--- src/rtl/clkgen_seq.sv ---
module clkgen_seq #(
  parameter int MULT_W    = 7,
  parameter int IDIV_W    = 2,
  parameter int SEL_W     = 4,
  parameter int NDIV      = 3,
  parameter int NCORE     = 2,
  parameter int LOCK_CYC  = 8,
  parameter int ALIGN_CYC = 4,
  parameter int MULT_RST  = 16
) (
  input  logic                    clk,
  input  logic                    rst_n,
  input  logic [1:0]              bus_addr,
  input  logic                    bus_wr,
  input  logic [31:0]             bus_wdata,
  output logic [31:0]             bus_rdata,
  input  logic [NCORE-1:0]        core_idle,
  output logic                    pll_bypass,
  output logic [MULT_W-1:0]       act_mult,
  output logic [IDIV_W-1:0]       act_idiv,
  output logic [NDIV*SEL_W-1:0]   act_sel,
  output logic                    align_busy
);
  localparam int SELS_W = NDIV * SEL_W;
  localparam int CMAX   = (LOCK_CYC > ALIGN_CYC) ? LOCK_CYC : ALIGN_CYC;
  localparam int CNT_W  = $clog2(CMAX + 1);

  function automatic logic [SELS_W-1:0] sel_rst();
    logic [SELS_W-1:0] r;
    r = '0;
    for (int i = 0; i < NDIV; i++) r[i*SEL_W +: SEL_W] = SEL_W'(i + 1);
    return r;
  endfunction
  localparam logic [SELS_W-1:0] SEL_RST = sel_rst();

  typedef enum logic [2:0] {S_BYP, S_WAIT, S_LOCK, S_ALGN, S_FULL} st_t;

  st_t               state, nxt;
  logic [CNT_W-1:0]  cnt;
  logic              ctl_byp, ctl_hold, div_upd, err_md, err_dv;
  logic [MULT_W-1:0] ctl_mult;
  logic [IDIV_W-1:0] ctl_idiv;
  logic [SELS_W-1:0] div_sel;

  wire wr_ctl = bus_wr && bus_addr == 2'd0;
  wire wr_div = bus_wr && bus_addr == 2'd1;
  wire wr_st  = bus_wr && bus_addr == 2'd2;
  wire [MULT_W-1:0] w_mult = bus_wdata[8 +: MULT_W];
  wire [IDIV_W-1:0] w_idiv = bus_wdata[16 +: IDIV_W];
  wire [SELS_W-1:0] w_sel  = bus_wdata[SELS_W-1:0];
  wire fchg     = wr_ctl && (w_mult != ctl_mult || w_idiv != ctl_idiv);
  wire idle_all = &core_idle;
  wire lock_end = cnt == CNT_W'(LOCK_CYC - 1);
  wire algn_end = cnt == CNT_W'(ALIGN_CYC - 1);
  wire st_t go_lock = (bus_wdata[1] && !idle_all) ? S_WAIT : S_LOCK;

  always_comb begin
    nxt = state;
    case (state)
      S_BYP:  if (fchg) nxt = go_lock;
              else if (wr_ctl && !bus_wdata[0]) nxt = S_ALGN;
              else if (wr_div && bus_wdata[31]) nxt = S_ALGN;
      S_FULL: if (fchg) nxt = go_lock;
              else if (wr_ctl && bus_wdata[0]) nxt = S_BYP;
              else if (wr_div && bus_wdata[31]) nxt = S_ALGN;
      S_WAIT: if (idle_all || !ctl_hold) nxt = S_LOCK;
      S_LOCK: if (lock_end) nxt = S_ALGN;
      S_ALGN: if (fchg) nxt = go_lock;
              else if (algn_end) nxt = ctl_byp ? S_BYP : S_FULL;
      default: nxt = S_BYP;
    endcase
  end

  always_ff @(posedge clk) begin
    if (!rst_n) begin
      state    <= S_BYP;
      cnt      <= '0;
      ctl_byp  <= 1'b1;
      ctl_hold <= 1'b0;
      ctl_mult <= MULT_W'(MULT_RST);
      ctl_idiv <= '0;
      div_sel  <= SEL_RST;
      div_upd  <= 1'b0;
      err_md   <= 1'b0;
      err_dv   <= 1'b0;
      act_mult <= MULT_W'(MULT_RST);
      act_idiv <= '0;
      act_sel  <= SEL_RST;
    end else begin
      state <= nxt;
      if (nxt != state) cnt <= '0;
      else if (state == S_LOCK || state == S_ALGN) cnt <= cnt + 1'b1;
      if (wr_ctl) begin
        ctl_byp  <= bus_wdata[0];
        ctl_hold <= bus_wdata[1];
        ctl_mult <= w_mult;
        ctl_idiv <= w_idiv;
      end
      if (wr_div) begin
        div_sel <= w_sel;
        div_upd <= bus_wdata[31];
      end
      if (fchg && state == S_LOCK) err_md <= 1'b1;
      else if (wr_st && bus_wdata[8]) err_md <= 1'b0;
      if (wr_div && state == S_ALGN) err_dv <= 1'b1;
      else if (wr_st && bus_wdata[9]) err_dv <= 1'b0;
      if (nxt == S_LOCK && state != S_LOCK) begin
        act_mult <= wr_ctl ? w_mult : ctl_mult;
        act_idiv <= wr_ctl ? w_idiv : ctl_idiv;
      end
      if (nxt == S_ALGN && state != S_ALGN) act_sel <= wr_div ? w_sel : div_sel;
    end
  end

  logic [31:0] ctl_word, div_word, st_word;
  always_comb begin
    ctl_word = '0;
    ctl_word[0] = ctl_byp;
    ctl_word[1] = ctl_hold;
    ctl_word[8 +: MULT_W] = ctl_mult;
    ctl_word[16 +: IDIV_W] = ctl_idiv;
    div_word = '0;
    div_word[SELS_W-1:0] = div_sel;
    div_word[31] = div_upd;
    st_word = '0;
    st_word[0] = 1'b1;
    st_word[1] = state != S_FULL;
    st_word[2] = state != S_LOCK;
    st_word[3] = state == S_ALGN;
    st_word[4] = state == S_WAIT;
    st_word[8] = err_md;
    st_word[9] = err_dv;
  end

  assign bus_rdata  = bus_addr == 2'd0 ? ctl_word :
                      bus_addr == 2'd1 ? div_word :
                      bus_addr == 2'd2 ? st_word  : 32'h0;
  assign pll_bypass = state != S_FULL;
  assign align_busy = state == S_ALGN;

  p_lock_exit_r4: assert property (@(posedge clk) disable iff (!rst_n)
    $past(state) == S_LOCK && state != S_LOCK |-> state == S_ALGN);
  p_full_entry_r4: assert property (@(posedge clk) disable iff (!rst_n)
    state == S_FULL && $past(state) != S_FULL |-> $past(state) == S_ALGN);
  p_mult_hold_r3: assert property (@(posedge clk) disable iff (!rst_n)
    state != S_LOCK |-> $stable(act_mult) && $stable(act_idiv));
  p_sel_hold_r10: assert property (@(posedge clk) disable iff (!rst_n)
    state != S_ALGN |-> $stable(act_sel));
  p_wait_go_r9: assert property (@(posedge clk) disable iff (!rst_n)
    state == S_WAIT && idle_all |=> state == S_LOCK);
  p_err_md_src_r5: assert property (@(posedge clk) disable iff (!rst_n)
    $rose(err_md) |-> $past(state) == S_LOCK && $past(wr_ctl));
  p_err_dv_src_r6: assert property (@(posedge clk) disable iff (!rst_n)
    $rose(err_dv) |-> $past(state) == S_ALGN && $past(wr_div));
endmodule

--- config.mk ---
export PLATFORM = sky130hd
export DESIGN_NAME = clkgen_seq
export DESIGN_NICKNAME = d
export VERILOG_FILES = /design/src/rtl/clkgen_seq.sv
export SDC_FILE = /design/constraint.sdc
export NUM_CORES = 1
export LEC_CHECK = 0
export BUFFER_PORTS_ARGS = -buffer_cell sky130_fd_sc_hd__buf_2
export CORE_MARGIN = 2
export CORE_UTILIZATION = 45
export DETAILED_ROUTE_END_ITERATION = 10
export GPL_TIMING_DRIVEN = 0
export MAX_ROUTING_LAYER = met4
export PLACE_DENSITY = 0.84
export SLEW_MARGIN = 10
export SYNTH_ARGS = -nofsm -noshare
export SYNTH_HDL_FRONTEND = slang
export SYNTH_SLANG_ARGS = --single-unit
--- constraint.sdc ---
create_clock -name clk -period 5.5 [get_ports clk]
set_input_delay 0.825 -clock clk [delete_from_list [all_inputs] [get_ports clk]]
set_output_delay 0.825 -clock clk [all_outputs]
set_load 0.02 [all_outputs]
-- After elaboration in Yosys (flattened, before gate mapping)
Index checks and enable logic that the tools add are counted.
- add/sub/neg operators: 1
- $mul: 0
- div/mod/pow operators: 0
- magnitude comparators: 0
- equal/unequal tests: 16
- shift-type cells: 0
- mux-type cells: 22
- bitwise operators: 1
- reductions and logical operators: 26
- operators with widths (operator ; count):
    2-to-1 mux 32 bit ; 2
    2-to-1 mux 3 bit ; 10
    case mux 3 bit (5 select lines) ; 1
    logical AND 1 bit ; 14
    == test 3 x 2 -> 1 bit, second input constant ; 4
    2-to-1 mux 12 bit ; 1
    2-to-1 mux 10 bit ; 1
    2-to-1 mux 7 bit ; 1
    inequality test 7 bit ; 1
    inequality test 3 x 2 -> 1 bit, second input constant ; 2
    adder 4 x 1 -> 4 bit, second input constant ; 1
    == test 4 x 2 -> 1 bit, second input constant ; 1
    == test 4 x 3 -> 1 bit, second input constant ; 1
    2-to-1 mux 1 bit ; 4
    2-to-1 mux 2 bit ; 2
    nonzero test 2 bit ; 2
    == test 3 x 1 -> 1 bit, second input constant ; 1
    == test 3 bit, second input constant ; 1
    logical NOT 1 bit ; 3
    logical NOT 3 bit ; 1
    logical OR 1 bit ; 3
    inequality test 3 bit ; 1
    inequality test 3 bit, second input constant ; 1
    == test 2 x 1 -> 1 bit, second input constant ; 1
    other kinds (6) ; 6
- bits in registers: 54
- latch bits: 0
- RAM bits: 0
- memory bits (read-only): 0
- bits of input ports: 39
- output and inout port bits: 55
- logic and storage cells: 79
- memories kept: 0

-- Logic depth before layout (Yosys ltp)
Gate-level depths: netlist of run 1.
- depth after elaboration: 9
- mapped depth: 9

-- Worst setup path before layout of run 1
Ideal clock, no wire load.
- path kind: in2out
- from: input bus_addr[0]
- to: output bus_rdata[8]
- arrival: 1.886 ns
- required time: 4.675 ns
- slack: 2.789 ns
- stages: 4
- path buffers: 2
- cells stage by stage: buf_6 -> clkbuf_1 -> mux2i_1 -> o21ai_0
- word-level cells in the longest chain between the ends: 4
- ends and longest elaborated chain (what ; line ; text):
    start, declared ; 13 ; input logic [1:0] bus_addr,
    == test 2 bit ; 137 ; bus_addr == 2'd2 ? st_word : 32'h0;
    2-to-1 mux 10 bit ; 137 ;
    2-to-1 mux 32 bit ; 136 ; bus_addr == 2'd1 ? div_word :
    2-to-1 mux 32 bit (*) ; 135 ; assign bus_rdata = bus_addr == 2'd0 ? ctl_word :
    end, declared ; 16 ; output logic [31:0] bus_rdata,
Mark *: on every way between the ends. The rest lies on a longest branch, timed or not.

-- Worst setup path after layout of run 1
- from: input bus_addr[0]
- to: output bus_rdata[2]
The elaborated chain is that of the path after synthesis.

==> implementation parameters, run 1 <==
Parameter                              Value

Status
  Run status ... finished clean

Routing
  Routed vias ... 2494
  Final Routed Wirelength ... 7.01 mm
  Via density per instance ... 5.17
  Number of search-and-repair iterations in the first detailed-routing pass ... 4
  DRC violation count after routing ... 0
  DRT iter0 DRCs ... 148
  Wire length per cell after detailed routing ... 14.5 microns
  Number of nets with antenna violations after detailed routing ... 0

CTS
  Clk sink count ... 54
  H-tree level count ... 2
  Cell chosen for the clock root ... clkbuf_8
  Clock buffer count from CTS ... 5
  Cells resized by post-CTS repair ... 0
  Postcts setup bufs ... 0
  Clock buffer depth ... 2
  Clock-pin slew on the worst setup and hold paths ... 100 ps
  Clock tree from TritonCTS ... done
  Number of buffers added to fix hold violations after cts ... 0
  Insertion delay of the later-clocked pin in the worst-skew pair ... 320 ps

Yosys
  Number of storage elements in the synthesis netlist ... 54
  Post-synth EDFFs ... 0
  Post-synthesis async set-or-reset flop share ... 0%
  Count of cell types in the netlist ... 54
  Proportion of synthesized chip area in sequential cells ... 35.6%
  Cell taking the most area after synthesis ... dfxtp_1
  Post-synthesis instance area ... 3030 sq um
  Flip-flop cell with the highest count after synthesis ... dfxtp_1
  Share of the synthesized area in the top cell type ... 35.6%
  Post-Synthesis Mean Instance Area ... 9.48 sq um
  Top cells by area, synth ... dfxtp_1 36%, mux2_4 9.4%, mux2i_1 6.3%, and2_1 5.6%, nand2_1 3.8%
  Total number of yosys warnings ... 0
  Syn Inst Count ... 320

Die
  Die height ... 86.1 microns
  Starting density of the core ... 47.2%
  Core box area ... 6420 sq um
  Die span in x ... 86.1 microns
  Std-Cell Rows ... 29
  Total I/O pin count ... 94
  Die Area ... 7410 sq um

Place
  Final HPWL from detailed placement ... 5.36 mm
  DP Cell Count ... 474
  Placer congestion estimate ... 0.891
  Count of buffers inserted at the top-level ports ... 64

STA
  F_max ... 0.317 GHz
  Final-layout setup total negative slack ... 0 ps
  Max-slew violation total from the final report ... 0
  Clock period minus final worst setup slack ... 3160 ps
  Slew at the pin closest to its max-slew limit ... 583 ps
  Final Hold Violating Endpoints ... 0
  Clock Skews ... 16.7 ps
  Setup repair after global routing missed its margin ... false
  Final Setup Violations ... 0
  Relative slew slack ... 61.0%
  Final cycle utilization of the critical path ... 57.4%

Worst setup path
  Largest fanout on the critical path ... 10
  Arrival time at the worst endpoint ... 2330 ps
  Required time reported for the critical path endpoint ... 4680 ps
  CP Class ... primary input to primary output
  Setup crit end kind ... primary output
  Startpoint class of the critical path ... primary input

Power and ir drop
  Pwr/cell area ... 241 nW/um^2
  Maximum vdd ir drop ... 0.174 mV
  Leak pwr ... 1.59 nW

Layout
  Fin nets ... 444
  Fraction of final layout cells with drive strength greater than 1 ... 31.9%
  Area added between synthesis and finish ... 18.3%
  Number of antenna cells inserted ... 0
  Final Non-Filler Cells ... 482

Job
  Number of violations of the max-capacitance limit ... 0

Global route
  Number of global-route vias before repair ... 2436
  Remaining global-route overflow ... 0
  Antenna violations before repair ... 0
  Total track usage ... 19.8%
  Maximum number of pins on one net before global-route repair ... 18
  First-pass GRT wire length ... 11.3 mm

Worst hold path
  Type of the most critical hold path ... flip-flop to flip-flop
## layout by cell type (no fill, tap or decap), drive strengths merged, types with 10 or more instances in the layout
master / Yosys / routed
mux2: 23 / 23
buf: 20 / 84
o21ai: 16 / 16
and2: 28 / 28
nor2: 10 / 10
dfxtp: 54 / 54
mux2i: 19 / 19
nand2: 31 / 31
conb: 1 / 14
xnor2: 11 / 11
nand3: 12 / 12
a21oi: 10 / 10
nor2b: 17 / 17
clkbuf: 9 / 15
## power breakdown
group	switching, mW	total [mW]	internal [mW]
combinational	0.124	0.222	0.0976
sequential	0.0117	0.418	0.406
clock	0.134	0.226	0.0917
total	0.270	0.865	0.595
## cell families (layout without fill, tap and decap cells)
logic type      Yosys count  in the layout  share of synthesized area (%)
buf+inv                  34            106                           7.63
flops                    54             54                           35.6
fa+ha+maj                 1              1                          0.412
simple gates            118            118                           21.3
compound gates           58             58                           13.8
xor+xnor                 12             12                           3.96
mux                      42             42                           17.2
other cells               1             14                          0.124
## worst max-delay path, cell delays in order
cell and delay (ps):
buf_6 120, clkbuf_1 370, nor2b_1 550, nand2_1 120, o21ai_0 130, buf_2 220
## synth_stat cells (all sizes together) (8+ instances only)
library cell / instances
nor2b: 17
nor2: 10
mux2i: 19
mux2: 23
buf: 20
a21boi: 8
and2: 28
o21ai: 16
clkbuf: 9
nand3: 12
xnor2: 11
nand2: 31
dfxtp: 54
a21oi: 10
## flip-flops by register name, indices dropped and copies added, names as in the netlist
register	flops
div_upd	1
ctl_mult	7
div_sel	12
ctl_hold	1
act_idiv	2
ctl_byp	1
ctl_idiv	2
act_mult	7
act_sel	12
err_dv	1
err_md	1
state	3
cnt	4
## through the flow
stage          setup slack [ps]  power (mW)  hold slack, ps  cell area, sq um  utilization [%]
2_1_floorplan              2790       0.594             439              3080                -
3_3_place_gp               2400       0.643             450              3500             54.5
3_5_place_dp               2400       0.648             458              3500             54.5
4_1_cts                    2400       0.869             472              3590             55.9
5_1_grt                    2230       0.901             494              3590             55.9
6_report                   2340       0.865             472              3590             55.9
## layout make-up
class / instances / area [sq um]
Tap cell: 77 / 96.3
Sequential cell: 54 / 1080
Clock inverter: 2 / 16.3
Multi-Input combinational cell: 245 / 1770
Clock buffer: 6 / 72.6
Inverter: 4 / 15.0
Fill cell: 580 / 2840
Timing Repair Buffer: 64 / 320
Buffer: 30 / 216
## routing by layer
layer / wire, microns / vias to the layer above / global-route usage, % / share of wire (%)
li1: - / 1236 / - / -
met1: 3030 / 1172 / 24.5 / 43
met2: 3460 / 77 / 32.9 / 49
met3: 419 / 9 / 2.79 / 6.0
met4: 97 / 0 / 6.93 / 1.4
met5: 0 / - / - / 0
## final timing paths
path,startpoint,end,slack (ps),cells after the start
worst max register to register,ctl_mult[3],act_sel[10],3050,8
worst min register to register,div_upd,div_upd,470,2
worst min-delay path,div_upd,div_upd,470,2
worst max-delay path,bus_addr[0],bus_rdata[2],2340,6
Power figures use the tool's default switching activity.
==> run 2, diff against run 1 <==
PLACE_DENSITY = 0.86   (was 0.84)
clock period = 2.8 ns   (was 5.5 ns; I/O delays follow)
==> run 2 against run 1 <==
Hold slack lost 100 ps. Worst setup slack lost 2000 ps. Register-to-register slack got worse by 2700 ps. Via count up 0.36%. Sequential share of layout area hardly changed. Critical path depth is 2 higher. Non-clock buffer count unchanged. Clock-buffer cell count fell by 1. Critical path type is now flip-flop to flip-flop. Largest cell class unchanged.
==> implementation parameters, run 2 (synthesized netlist as in run 1, its figures left out) <==
Parameter                              Value

Die
  Die Area ... 7410 sq um
  Die span in x ... 86.1 microns
  Total I/O pin count ... 94
  Starting density of the core ... 47.2%
  Std-Cell Rows ... 29
  Die height ... 86.1 microns
  Core box area ... 6420 sq um

Routing
  Via density per instance ... 5.19
  DRT iter0 DRCs ... 159
  Number of search-and-repair iterations in the first detailed-routing pass ... 7
  Routed vias ... 2503
  Number of nets with antenna violations after detailed routing ... 0
  Final Routed Wirelength ... 6.96 mm
  Wire length per cell after detailed routing ... 14.4 microns
  DRC violation count after routing ... 0

Layout
  Number of antenna cells inserted ... 0
  Largest registers ... act_sel: 12 flops, div_sel: 12 flops
  Fin nets ... 444
  Commonest cells after routing, fill and taps aside ... 66 x buf_2, 54 x dfxtp_1, 31 x nand2_1
  Post-route core utilization ... 55.9%
  Fraction of final layout cells with drive strength greater than 1 ... 32.1%
  Most common cell after layout, fill and taps aside ... buf_2
  Area added between synthesis and finish ... 18.4%
  Count of filler cells inserted in the layout ... 564

CTS
  Clock-pin slew on the worst setup and hold paths ... 100 ps
  Clock tree from TritonCTS ... done
  Clock buffer depth ... 2
  Cells resized by post-CTS repair ... 0
  Number of buffers added to fix hold violations after cts ... 0
  Insertion delay of the later-clocked pin in the worst-skew pair ... 320 ps
  Clock buffer count from CTS ... 5
  H-tree level count ... 2
  Clk sink count ... 54
  Postcts setup bufs ... 0
  Cell chosen for the clock root ... clkbuf_8

Worst setup path
  CP Class ... flip-flop to flip-flop
  Slowest stage delay, CP ... 400 ps
  Largest fanout on the critical path ... 10
  Setup crit end kind ... flip-flop
  Arrival time at the worst endpoint ... 2680 ps
  Required time reported for the critical path endpoint ... 3010 ps
  Startpoint class of the critical path ... flip-flop
  Worst flop-to-flop path startpoint ... ctl_mult[3]
  Series of cell instances along the critical path ... xnor2_1 -> nand4_1 -> o31ai_4 -> a31oi_1 -> o211ai_4 -> and2_4 -> buf_8 -> mux2_4
  Cell family contributing the most delay on the critical path ... compound AO/OA/AOI/OAI gates
  Slowest CP cell ... dfxtp_1
  Buffering stage count on the worst path with inverters included ... 1
  Crit. Startpoint ... ctl_mult[3]

STA
  Final-layout setup total negative slack ... 0 ps
  Final Setup Violations ... 0
  Slew at the pin closest to its max-slew limit ... 546 ps
  Final cycle utilization of the critical path ... 88.1%
  Clock period minus final worst setup slack ... 2470 ps
  Relative slew slack ... 63.6%
  Clock Skews ... 14.4 ps
  Max-slew violation total from the final report ... 0
  F_max ... 0.405 GHz
  Setup repair after global routing missed its margin ... false
  Final Hold Violating Endpoints ... 0

Power and ir drop
  Pwr/cell area ... 477 nW/um^2
  Leak pwr ... 1.59 nW
  Maximum vdd ir drop ... 0.335 mV

Place
  Count of buffers inserted at the top-level ports ... 64
  Final HPWL from detailed placement ... 5.19 mm
  Placer congestion estimate ... 0.902

Job
  Number of violations of the max-capacitance limit ... 0

Worst hold path
  Hold Crit Start ... bus_wdata[0]
  Type of the most critical hold path ... primary input to flip-flop

Global route
  Maximum number of pins on one net before global-route repair ... 19
  First-pass GRT wire length ... 11.6 mm
  Remaining global-route overflow ... 0
  Total track usage ... 19.9%
  Number of global-route vias before repair ... 2409
  Antenna violations before repair ... 0

Status
  Run status ... finished clean
## run 2: path summary, 6_finish.rpt
check | endpoint | slack, ps | depth (start not counted)
worst max-delay path | act_sel[2] | 330 | 8
worst min-delay path | ctl_byp | 370 | 3
worst max register to register | act_sel[2] | 330 | 8
worst min register to register | div_upd | 470 | 2
## run 2: cell type report
type | count | area (sq um) | area share (%)
plain buffers | 30 | 216 | 6.03
inverters | 4 | 15.0 | 0.418
flip-flops and latches | 54 | 1080 | 30.1
well taps | 77 | 96.3 | 2.68
multi-input cells | 245 | 1770 | 49.3
repair buffers | 64 | 320 | 8.92
clock buffers | 5 | 68.8 | 1.92
clock inverters | 3 | 23.8 | 0.662
## run 2: metrics by stage
step | setup WS, ps | instances | total power [mW] | hold WS, ps | area (sq um)
CTS | 343 | 482 | 1.71 | 370 | 3590
finish | 333 | 482 | 1.71 | 371 | 3590
global route | 233 | 482 | 1.78 | 395 | 3590
global placement | 193 | 474 | 1.26 | 449 | 3500
detailed placement | 174 | 474 | 1.27 | 462 | 3500
floorplan | 579 | 333 | 1.17 | 439 | 3080
## run 2: metal layers
metal | vias to the layer above | wire length, microns | track usage (%)
met5 | - | 0 | -
met4 | 0 | 102 | 7.07
met3 | 11 | 454 | 3.66
met2 | 87 | 3300 | 30.9
met1 | 1170 | 3110 | 26.0
li1 | 1235 | - | -
## run 2: where the power goes
group / internal [mW] / switching (mW) / total (mW)
logic: 0.192 / 0.245 / 0.437
registers: 0.797 / 0.0234 / 0.821
clock network: 0.180 / 0.277 / 0.456
total: 1.17 / 0.545 / 1.71
## run 2: worst min-delay path: stages
cell and delay (ps):
buf_2 110, mux2i_1 70, nand2_1 60
==> run 3, diff against run 2 <==
clock period = 2.14 ns   (was 2.8 ns; I/O delays follow)
==> run 3 against run 2 <==
The flow now finishes with violations (setup timing). Critical path depth unchanged. Core utilization up 4.1 points. Clock skew decreased by 2.7 ps. Hold slack worse by 95 ps.
==> implementation parameters, run 3 (synthesized netlist as in run 1, its figures left out) <==
Parameter                              Value

STA
  Clock Skews ... 11.7 ps
  Setup repair after global routing missed its margin ... true
  Setup slack of the critical path after layout ... -142 ps
  Relative slew slack ... 63.0%
  Final-layout setup total negative slack ... -2890 ps
  Slew at the pin closest to its max-slew limit ... 555 ps
  F_max ... 0.438 GHz
  Final cycle utilization of the critical path ... 107%
  Max-slew violation total from the final report ... 0
  Clock period minus final worst setup slack ... 2280 ps
  Final Setup Violations ... 25
  Final Hold Violating Endpoints ... 0

Worst setup path
  Slowest CP cell ... o31ai_4
  Setup crit end kind ... flip-flop
  Slowest stage delay, CP ... 360 ps
  Cell family contributing the most delay on the critical path ... compound AO/OA/AOI/OAI gates
  Required time reported for the critical path endpoint ... 2350 ps
  Startpoint class of the critical path ... flip-flop
  Series of cell instances along the critical path ... xnor2_2 -> nand4_1 -> o31ai_4 -> a31oi_2 -> o211ai_4 -> and2_4 -> buf_12 -> mux2_4
  Depth of the worst register-to-register path ... 8
  Arrival time at the worst endpoint ... 2490 ps
  Worst flop-to-flop path startpoint ... ctl_idiv[1]
  Buffering stage count on the worst path with inverters included ... 1
  RR Endpoint ... act_sel[2]
  Largest fanout on the critical path ... 5
  Worst reg-to-reg setup slack ... -140 ps
  CP Class ... flip-flop to flip-flop

Status
  Run status ... complete, but fails checks
  Violations in the final reports ... setup timing

Layout
  Most common cell after layout, fill and taps aside ... buf_2
  Largest registers ... act_sel: 12 flops, div_sel: 12 flops
  Area added between synthesis and finish ... 27.0%
  Commonest cells after routing, fill and taps aside ... 66 x buf_2, 44 x dfxtp_1, 31 x nand2_1
  Post-route core utilization ... 60.0%
  Fin nets ... 454
  Fraction of final layout cells with drive strength greater than 1 ... 40.0%
  Number of antenna cells inserted ... 0

CTS
  Clock buffer count from CTS ... 5
  Number of buffers added to fix hold violations after cts ... 0
  H-tree level count ... 2
  Insertion delay of the later-clocked pin in the worst-skew pair ... 320 ps
  Cell chosen for the clock root ... clkbuf_8
  Clock tree from TritonCTS ... done
  Clock-pin slew on the worst setup and hold paths ... 100 ps
  Clock buffer depth ... 2
  Clk sink count ... 54

Die
  Die height ... 86.1 microns
  Die Area ... 7410 sq um
  Core box area ... 6420 sq um
  Die span in x ... 86.1 microns
  Starting density of the core ... 47.2%
  Std-Cell Rows ... 29
  Total I/O pin count ... 94

Power and ir drop
  Pwr/cell area ... 619 nW/um^2
  Maximum vdd ir drop ... 0.436 mV
  Leak pwr ... 1.71 nW

Place
  Final HPWL from detailed placement ... 5.19 mm
  Placer congestion estimate ... 0.902
  Count of buffers inserted at the top-level ports ... 64

Worst hold path
  Hold Crit Start ... bus_wdata[5]
  Capture endpoint of the worst hold path ... div_sel[5]
  Hold-critical path depth ... 3
  Type of the most critical hold path ... primary input to flip-flop

Routing
  Final Routed Wirelength ... 7.79 mm
  Via density per instance ... 5.36
  DRC violation count after routing ... 0
  DRT iter0 DRCs ... 198
  Number of search-and-repair iterations in the first detailed-routing pass ... 4
  Wire length per cell after detailed routing ... 15.8 microns
  Routed vias ... 2638
  Number of nets with antenna violations after detailed routing ... 0

Job
  Number of violations of the max-capacitance limit ... 0

Global route
  Number of global-route vias before repair ... 2490
  Maximum number of pins on one net before global-route repair ... 19
  Remaining global-route overflow ... 0
  Antenna violations before repair ... 0
  First-pass GRT wire length ... 12.0 mm
  Total track usage ... 20.8%
## run 3: cell count changes in the layout (fill, tap and decap cells not counted), sizes merged
cell / before / now
buf: 84 / 94
## run 3: cell type report
class | instances | area (sq um)
plain buffers | 30 | 221
clock buffers | 5 | 68.8
inverters | 4 | 15.0
fillers | 502 | 2570
well taps | 77 | 96.3
multi-input cells | 245 | 1900
repair buffers | 74 | 432
clock inverters | 3 | 23.8
flip-flops and latches | 54 | 1090
## run 3: timing repair
| item | 4_1_cts | 5_1_grt |
|---|---|---|
| gates cloned | 1 | 0 |
| endpoints found under the setup margin | 25 | 33 |
| pin swaps | 5 | 10 |
| setup buffers | 8 | 1 |
| gates resized for setup | 16 | 18 |
## run 3: worst max path at each step
stage / start / to / cells after the start
floorplan: bus_wdata[14] / act_sel[10] / 8
global placement: bus_wdata[11] / act_sel[11] / 9
detailed placement: bus_wdata[17] / act_sel[9] / 9
CTS: ctl_idiv[1] / act_mult[6] / 9
global route: ctl_idiv[1] / act_sel[3] / 9
finish: ctl_idiv[1] / act_sel[2] / 8
## run 3: where the power goes
part / internal (mW) / switching [mW]
clock network: 0.235 / 0.363
registers: 1.04 / 0.0314
logic: 0.335 / 0.373
## run 3: tightest hold or removal path, cell delays in order
cell	delay (ps)
buf_2	70
nand3_1	60
nand3_1	100
## run 3: stage by stage
step	instance area, sq um	hold WS (ps)	total power, mW	worst slack, ps	std cells
3_5_place_dp	3500	462	1.66	-387	474
3_3_place_gp	3500	449	1.65	-368	474
5_1_grt	3850	295	2.47	-222	492
6_report	3850	275	2.38	-142	492
4_1_cts	3760	271	2.33	-115	491
2_1_floorplan	3080	439	1.53	18.3	333
## run 3: layer usage
| metal | up-vias | wire [microns] | track usage [%] |
|---|---|---|---|
| li1 | 1268 | - | - |
| met1 | 1244 | 3390 | 26.9 |
| met2 | 105 | 3740 | 32.1 |
| met3 | 21 | 471 | 3.56 |
| met4 | 0 | 189 | 8.37 |
| met5 | - | 0 | - |
